**config.mk**
```make
export PLATFORM = sky130hd
export DESIGN_NAME = card_power_sequencer
export DESIGN_NICKNAME = d
export VERILOG_FILES = /design/src/rtl/cps_pkg.sv /design/src/rtl/cps_tick_timer.sv /design/src/rtl/cps_hold_counter.sv /design/src/rtl/cps_fault_merge.sv /design/src/rtl/card_power_sequencer.sv
export SDC_FILE = /design/constraint.sdc
export NUM_CORES = 1
export LEC_CHECK = 0
export CORE_MARGIN = 4
export CORE_UTILIZATION = 60
export CTS_BUF_LIST = sky130_fd_sc_hd__clkbuf_2
export CTS_CLUSTER_DIAMETER = 150
export DETAILED_ROUTE_END_ITERATION = 6
export PLACE_DENSITY = 0.82
export SLEW_MARGIN = 20
export SYNTH_ARGS = -nofsm -noshare
export SYNTH_HDL_FRONTEND = slang
export SYNTH_SLANG_ARGS = --single-unit
```
**constraint.sdc**
```tcl
create_clock -name clk -period 2.65 [get_ports clk]
set_input_delay 0.795 -clock clk [delete_from_list [all_inputs] [get_ports clk]]
set_output_delay 0.795 -clock clk [all_outputs]
set_load 0.01 [all_outputs]
```
**src/rtl/cps_pkg.sv**
```systemverilog
package cps_pkg;

    typedef enum logic [3:0] {
        ST_IDLE,
        ST_PWR_UP,
        ST_IO_WAIT,
        ST_CLK_WAIT,
        ST_ACTIVE,
        ST_DN_RST,
        ST_DN_CLK,
        ST_DN_IO,
        ST_DN_VCC
    } seq_state_e;

    // registered state of the sequencer
    typedef struct packed {
        seq_state_e state;
        logic       vcc;
        logic       io;
        logic       clk;
        logic       rst;
        logic       fault;   // 1: fault latched
    } seq_regs_t;

endpackage

```
**src/rtl/cps_tick_timer.sv**
```systemverilog
module cps_tick_timer #(
    parameter int W = 10
) (
    input  logic         clk,
    input  logic         rst_n,
    input  logic         tick,
    input  logic         load,
    input  logic [W-1:0] load_val,
    output logic         expired
);
    logic [W-1:0] cnt_d, cnt_q;

    always_comb begin
        cnt_d = cnt_q;
        if (load)
            cnt_d = load_val;
        else if (tick && (cnt_q != '0))
            cnt_d = cnt_q - 1'b1;
    end

    always_ff @(posedge clk) begin
        if (!rst_n) cnt_q <= '0;
        else        cnt_q <= cnt_d;
    end

    assign expired = (cnt_q == '0);
endmodule

```
**src/rtl/cps_hold_counter.sv**
```systemverilog
module cps_hold_counter #(
    parameter int LIMIT = 42000
) (
    input  logic clk,
    input  logic rst_n,
    input  logic run,
    input  logic edge_pulse,
    output logic reached
);
    localparam int W = $clog2(LIMIT + 1);
    localparam logic [W-1:0] LIM = W'(LIMIT);

    logic [W-1:0] cnt_d, cnt_q;

    always_comb begin
        cnt_d = cnt_q;
        if (!run)
            cnt_d = '0;
        else if (edge_pulse && (cnt_q < LIM))
            cnt_d = cnt_q + 1'b1;
    end

    always_ff @(posedge clk) begin
        if (!rst_n) cnt_q <= '0;
        else        cnt_q <= cnt_d;
    end

    assign reached = (cnt_q == LIM);
endmodule

```
**src/rtl/cps_fault_merge.sv**
```systemverilog
module cps_fault_merge #(
    parameter int N = 4
) (
    input  logic [N-1:0] src,
    output logic         any
);
    logic [N:0] chain;
    assign chain[0] = 1'b0;

    for (genvar i = 0; i < N; i++) begin : g_or
        assign chain[i+1] = chain[i] | src[i];
    end

    assign any = chain[N];
endmodule

```
**src/rtl/card_power_sequencer.sv**
```systemverilog
module card_power_sequencer
    import cps_pkg::*;
#(
    parameter int SUPPLY_TICKS    = 765,
    parameter int IO_TICKS        = 3,
    parameter int CLK_TICKS       = 1,
    parameter int STEP_TICKS      = 3,
    parameter int RST_HOLD_CYCLES = 42000
) (
    input  logic clk,
    input  logic rst_n,
    input  logic tick,
    input  logic card_clk_pulse,
    input  logic host_cmd_n,
    input  logic host_rst,
    input  logic supply_good,
    input  logic flt_overcurrent,
    input  logic flt_overtemp,
    input  logic flt_supply,
    input  logic card_present,
    output logic card_vcc_en,
    output logic io_rx,
    output logic card_clk_en,
    output logic card_rst,
    output logic fault_n
);
    localparam int NUM_FLT = 4;
    localparam int T_MAX01 = (SUPPLY_TICKS > IO_TICKS) ? SUPPLY_TICKS : IO_TICKS;
    localparam int T_MAX23 = (CLK_TICKS > STEP_TICKS) ? CLK_TICKS : STEP_TICKS;
    localparam int T_MAX   = (T_MAX01 > T_MAX23) ? T_MAX01 : T_MAX23;
    localparam int TW      = $clog2(T_MAX + 1);

    localparam logic [TW-1:0] LD_SUPPLY = TW'(SUPPLY_TICKS);
    localparam logic [TW-1:0] LD_IO     = TW'(IO_TICKS);
    localparam logic [TW-1:0] LD_CLK    = TW'(CLK_TICKS);
    localparam logic [TW-1:0] LD_STEP   = TW'(STEP_TICKS);

    seq_regs_t     r_d, r_q;
    logic          tmr_load;
    logic [TW-1:0] tmr_val;
    logic          tmr_done;
    logic          hold_reached;
    logic          fault_any;
    logic          go_down;

    cps_fault_merge #(.N(NUM_FLT)) u_flt (
        .src ({flt_overcurrent, flt_overtemp, flt_supply, ~card_present}),
        .any (fault_any)
    );

    cps_tick_timer #(.W(TW)) u_tmr (
        .clk      (clk),
        .rst_n    (rst_n),
        .tick     (tick),
        .load     (tmr_load),
        .load_val (tmr_val),
        .expired  (tmr_done)
    );

    cps_hold_counter #(.LIMIT(RST_HOLD_CYCLES)) u_hold (
        .clk        (clk),
        .rst_n      (rst_n),
        .run        (r_q.clk),
        .edge_pulse (card_clk_pulse),
        .reached    (hold_reached)
    );

    always_comb begin
        r_d      = r_q;
        tmr_load = 1'b0;
        tmr_val  = '0;
        go_down  = 1'b0;

        case (r_q.state)
            ST_IDLE: begin
                r_d.vcc = 1'b0;
                r_d.io  = 1'b0;
                r_d.clk = 1'b0;
                r_d.rst = 1'b0;
                if (host_cmd_n)
                    r_d.fault = 1'b0;
                if (!host_cmd_n && host_rst && !r_q.fault) begin
                    r_d.state = ST_PWR_UP;
                    r_d.vcc   = 1'b1;
                    tmr_load  = 1'b1;
                    tmr_val   = LD_SUPPLY;
                end
            end
            ST_PWR_UP: begin
                if (host_cmd_n || fault_any) begin
                    go_down = 1'b1;
                end else if (tmr_done) begin
                    if (supply_good) begin
                        r_d.state = ST_IO_WAIT;
                        tmr_load  = 1'b1;
                        tmr_val   = LD_IO;
                    end else begin
                        r_d.fault = 1'b1;
                        go_down   = 1'b1;
                    end
                end
            end
            ST_IO_WAIT: begin
                if (host_cmd_n || fault_any) begin
                    go_down = 1'b1;
                end else if (tmr_done) begin
                    r_d.io    = 1'b1;
                    r_d.state = ST_CLK_WAIT;
                    tmr_load  = 1'b1;
                    tmr_val   = LD_CLK;
                end
            end
            ST_CLK_WAIT: begin
                if (host_cmd_n || fault_any) begin
                    go_down = 1'b1;
                end else if (tmr_done) begin
                    r_d.clk   = 1'b1;
                    r_d.state = ST_ACTIVE;
                end
            end
            ST_ACTIVE: begin
                if (host_cmd_n || fault_any)
                    go_down = 1'b1;
                else
                    r_d.rst = host_rst && hold_reached;
            end
            ST_DN_RST: begin
                if (tmr_done) begin
                    r_d.rst   = 1'b0;
                    r_d.state = ST_DN_CLK;
                    tmr_load  = 1'b1;
                    tmr_val   = LD_STEP;
                end
            end
            ST_DN_CLK: begin
                if (tmr_done) begin
                    r_d.clk   = 1'b0;
                    r_d.state = ST_DN_IO;
                    tmr_load  = 1'b1;
                    tmr_val   = LD_STEP;
                end
            end
            ST_DN_IO: begin
                if (tmr_done) begin
                    r_d.io    = 1'b0;
                    r_d.state = ST_DN_VCC;
                    tmr_load  = 1'b1;
                    tmr_val   = LD_STEP;
                end
            end
            ST_DN_VCC: begin
                if (tmr_done) begin
                    r_d.vcc   = 1'b0;
                    r_d.state = ST_IDLE;
                end
            end
            default: begin
                r_d.state = ST_IDLE;
            end
        endcase

        if (go_down) begin
            r_d.state = ST_DN_RST;
            tmr_load  = 1'b1;
            tmr_val   = LD_STEP;
            if (fault_any)
                r_d.fault = 1'b1;
        end
    end

    always_ff @(posedge clk) begin
        if (!rst_n) begin
            r_q.state <= ST_IDLE;
            r_q.vcc   <= 1'b0;
            r_q.io    <= 1'b0;
            r_q.clk   <= 1'b0;
            r_q.rst   <= 1'b0;
            r_q.fault <= 1'b0;
        end else begin
            r_q <= r_d;
        end
    end

    assign card_vcc_en = r_q.vcc;
    assign io_rx       = r_q.io;
    assign card_clk_en = r_q.clk;
    assign card_rst    = r_q.rst;
    assign fault_n     = ~r_q.fault;
endmodule

```
==> metrics.sh <==
FIRST_GLOBAL_VIAS=1772
CRIT_FANOUT=3
FIN_CELLS=332
POWER_LEAKAGE_nW=0.849
SYNTH.AVG_CELL_AREA_UM2=8.21
YOSYS_MOST_USED_DFF='sky130_fd_sc_hd__dfxtp_1'
DETAILROUTE.VIA_COUNT=1972
NUM-FILL-CELLS=277
SKEW_NS=0.0302
POSTROUTEWIRELENGTH_UM=4600
ANTENNA_VIOLATIONS_BEFORE_REPAIR=0
SETUP_WS_NS=0.145
WHS_ENDPOINT='card_rst$_SDFFE_PN0P_'
POWER-PER-CELL-AREA_nW_PER_UM2=963
DIODES=0
SEQ_AREA_FRAC_SYNTH_PCT=34.0
POST-ROUTE-PERIOD-UTIL_PCT=94.5
YOSYS_WARN_COUNT=0
WORSTREG2REGEND='u_tmr.cnt_q[1]$_SDFFE_PN0P_'
GRT_MAX_DEGREE=20
CAP_VIOL_MAX_COUNT=0
GLOBAL_ROUTE.USAGE.TOTAL_PCT=23.5
END_KIND='flop'
WORST_IR_DROP_VDD_uV=530
LAYOUT_COMMON_CELLS='sky130_fd_sc_hd__dfxtp_1 (35), sky130_fd_sc_hd__nor2_1 (28), sky130_fd_sc_hd__buf_4 (24)'
FP.DIEAREA_UM2=4440
HP-CLASS='reg -> reg'
POWER.INTERNAL_mW=1.35
PLACEDCELLCOUNT=324
SYNTH_AREA_LEADERS='sky130_fd_sc_hd__dfxtp_1 (34%), sky130_fd_sc_hd__xnor2_1 (8.5%), sky130_fd_sc_hd__nor2_1 (5.1%)'
POST_SYNTH_INSTANCE_AREA_UM2=2060
WORST-SETUP-PATH-TYPE='in -> reg'
NET-SWITCHING-POWER_mW=0.993
POSTROUTEANTENNANETS=0
H_TREE_DEPTH=2
SEQ_POWER_SHARE_PCT=30.3
MAXCLOCKFREQUENCY_MHz=399
GRT_PASS1_WL_UM=8050
CTSROOTBUFFERMASTER='sky130_fd_sc_hd__clkbuf_2'
SYNTH_EDF_COUNT=0
SYNTH_ASYNC_SR_FLOP_SHARE_PCT=0
GRT.OVERFLOW.TOTAL=0
FINALCRITICALPERIOD_NS=2.51
RSZ0062_AT_GRT='no'
CTS_TREE='built'
SYNTH-SEQ-CELLS=35
WORST_SETUP_SP_TYPE='input port'
RUN_STATUS='complete, no violations'
POST_DP_CELL_AREA_UM2=2390
TIMING.FINAL.SETUP_VIOLATIONS=0
FINAL.HOLD.WORST_SLACK_NS=0.481
NUMBER_OF_BUFFERS_ADDED_BY_THE_CLOCK_TREE_SYNTHESIS_STEP=5
DETAILEDROUTE.FIRSTPASSITERATIONCOUNT=4
HOLD_BUFFER_COUNT_AT_CTS=0
WORST-R2R-CELL-COUNT=8
NUMBER_OF_INSTANCES_IN_THE_SYNTHESIZED_NETLIST=251
DRT-INITIAL-DRC-COUNT=144
DATA_ARRIVAL_AT_THE_ENDPOINT_OF_THE_CRITICAL_PATH_NS=2.84
DIEWIDTH_UM=66.6
CTS_BUFFER_DEPTH=2
AREA_GROWTH_FROM_SYNTHESIS_TO_FINAL_LAYOUT_PCT=18.2
FF2FF_SETUP_SLACK_NS=0.21
POST_CTS.RESIZED_INSTANCES=0
SYNTH_NETS=266
WHS_PATH_DEPTH=2
CORE_REGION_AREA_UM2=3340
TRANSITION_TIME_AT_THE_PIN_WITH_THE_LEAST_SLEW_MARGIN_NS=0.502
DIE-HEIGHT_UM=66.6
POSTCTSSETUPREPAIRBUFS=0
FRACTION_OF_FINAL_LAYOUT_CELLS_WITH_DRIVE_STRENGTH_GREATER_THAN_1_PCT=15.0
ROW_COUNT=21
FINAL_HPWL_FROM_DETAILED_PLACEMENT_UM=3410
INITIAL_UTILIZATION_PCT=61.8
PIN_COUNT=16
PORT_BUFFERS=15
YOSYSTOPAREACELL='sky130_fd_sc_hd__dfxtp_1'
SWITCHING_SHARE_PCT=42.3
NETS=300
POST-ROUTE-CELL-AREA_UM2=2440
DP_SLACK_NS=-0.240
COUNT_OF_FINAL_MAX_SLEW_CHECK_FAILURES=0
CLOCK_SINKS=35
POWER_FRAC_CLOCK_PCT=10.7
WORSTREG2REGSTART='u_tmr.cnt_q[0]$_SDFFE_PN0P_'
HOLD_PATH_STARTPOINT='card_rst$_SDFFE_PN0P_'
COMBINATIONALPOWERSHARE_PCT=58.9
YOSYS.CELL_TYPES.COUNT=50
TIMING.MAX_SLEW.REL_SLACK_PCT=66.1
FINALHOLDVIOLATIONS=0
CLKTRANSATPATHREGS_NS=0.17
POWER.TOTAL_mW=2.35
DETAIL_ROUTE.DRC_VIOLATIONS=0
CLOCK_INSERTION_DELAY_WORST_SKEW_NS=0.40
SYNTH_TOP_CELL_AREA_SHARE_PCT=34.0
POST_DRT_VIA_CELL_RATIO=5.94
WL_PER_CELL_UM=13.9
WORSTPATHREQUIRED_NS=2.98
PLACE.GP.CONGESTION=0.854
FINAL_COMMON_CELL='sky130_fd_sc_hd__dfxtp_1'
synth_stat cells, types with 3 or more instances:
| master | instances |
|---|---|
| sky130_fd_sc_hd__o21a_1 | 3 |
| sky130_fd_sc_hd__or4b_2 | 3 |
| sky130_fd_sc_hd__xnor2_1 | 20 |
| sky130_fd_sc_hd__and3_1 | 3 |
| sky130_fd_sc_hd__a21oi_1 | 20 |
| sky130_fd_sc_hd__o21ai_0 | 7 |
| sky130_fd_sc_hd__or4_1 | 7 |
| sky130_fd_sc_hd__ha_1 | 4 |
| sky130_fd_sc_hd__nor2_1 | 28 |
| sky130_fd_sc_hd__nand2b_1 | 4 |
| sky130_fd_sc_hd__nor4b_1 | 6 |
| sky130_fd_sc_hd__nor4_1 | 9 |
| sky130_fd_sc_hd__dfxtp_1 | 35 |
| sky130_fd_sc_hd__o211ai_1 | 3 |
| sky130_fd_sc_hd__nor3_1 | 10 |
| sky130_fd_sc_hd__inv_1 | 8 |
| sky130_fd_sc_hd__mux2i_1 | 5 |
| sky130_fd_sc_hd__nand2_1 | 15 |
| sky130_fd_sc_hd__or2_2 | 5 |
| sky130_fd_sc_hd__clkbuf_1 | 9 |
| sky130_fd_sc_hd__nor3b_1 | 4 |
| sky130_fd_sc_hd__nand3_1 | 6 |
worst max path at each step:
stage / start / endpoint / slack (ns)
finish: flt_supply / u_tmr.cnt_q[0]$_SDFFE_PN0P_ / 0.14
global placement: flt_supply / u_tmr.cnt_q[0]$_SDFFE_PN0P_ / -0.19
detailed placement: flt_supply / u_tmr.cnt_q[0]$_SDFFE_PN0P_ / -0.24
CTS: flt_supply / u_tmr.cnt_q[0]$_SDFFE_PN0P_ / 0.17
floorplan: flt_supply / r_q[8]$_SDFFE_PP0P_ / 0.27
global route: u_tmr.cnt_q[0]$_SDFFE_PN0P_ / r_q[8]$_SDFFE_PP0P_ / 0.04
state kept, by name, summed over array words and instances, names as in the netlist:
signal / count
io_rx: 1
u_hold.cnt_q: 16
card_clk_en: 1
r_q: 5
u_tmr.cnt_q: 10
card_rst: 1
card_vcc_en: 1
metal layers:
layer / vias up / GRT usage [%] / routed length (um) / share of wire [%]
met1: 913 / 29.8 / 2100 / 46
met2: 46 / 38.4 / 2210 / 48
met4: 0 / 9.14 / 83 / 1.8
li1: 1003 / - / - / -
met5: - / 0 / 0 / 0
met3: 10 / 5.40 / 204 / 4.4
cells by family (layout without fill, tap and decap cells):
kind of cell / Yosys count / after routing / share of synthesized area (%)
xor+xnor: 20 / 20 / 8.50
fa+ha+maj: 4 / 4 / 2.43
flops: 35 / 35 / 34.0
mux: 5 / 5 / 2.43
simple gates: 114 / 114 / 31.6
buf+inv: 20 / 55 / 4.13
compound gates: 53 / 53 / 16.9
area by class of cell:
| type | count | area (um^2) | area share, % |
|---|---|---|---|
| multi-input combinational | 196 | 1270 | 52.3 |
| sequential | 35 | 701 | 28.8 |
| timing repair buffer | 39 | 330 | 13.6 |
| tap | 46 | 57.6 | 2.36 |
| clock buffer | 6 | 30.0 | 1.23 |
| inverter | 8 | 30.0 | 1.23 |
| clock inverter | 2 | 12.5 | 0.514 |
power by group through the flow:
stage	sequential (mW)	combinational (mW)	clock, mW
6_report	0.712	1.38	0.252
5_1_grt	0.727	1.52	0.287
4_1_cts	0.711	1.37	0.260
3_5_place_dp	0.723	1.36	0
3_3_place_gp	0.722	1.35	0
2_1_floorplan	0.708	0.978	0
critical path, stage by stage:
cell and delay, ns:
sky130_fd_sc_hd__clkdlybuf4s50_1 0.42, sky130_fd_sc_hd__or4b_2 0.73, sky130_fd_sc_hd__nor2_1 0.23, sky130_fd_sc_hd__a31oi_1 0.12, sky130_fd_sc_hd__o41ai_1 0.35, sky130_fd_sc_hd__o31a_1 0.19
metrics by stage:
step / TNS (ns) / util, %
6_report: 0 / 73.0
5_1_grt: 0 / 73.0
4_1_cts: 0 / 73.0
3_5_place_dp: -2.12 / 71.7
3_3_place_gp: -1.52 / 71.7
2_1_floorplan: 0 / -
No activity file was read; power rests on OpenSTA's default activity.
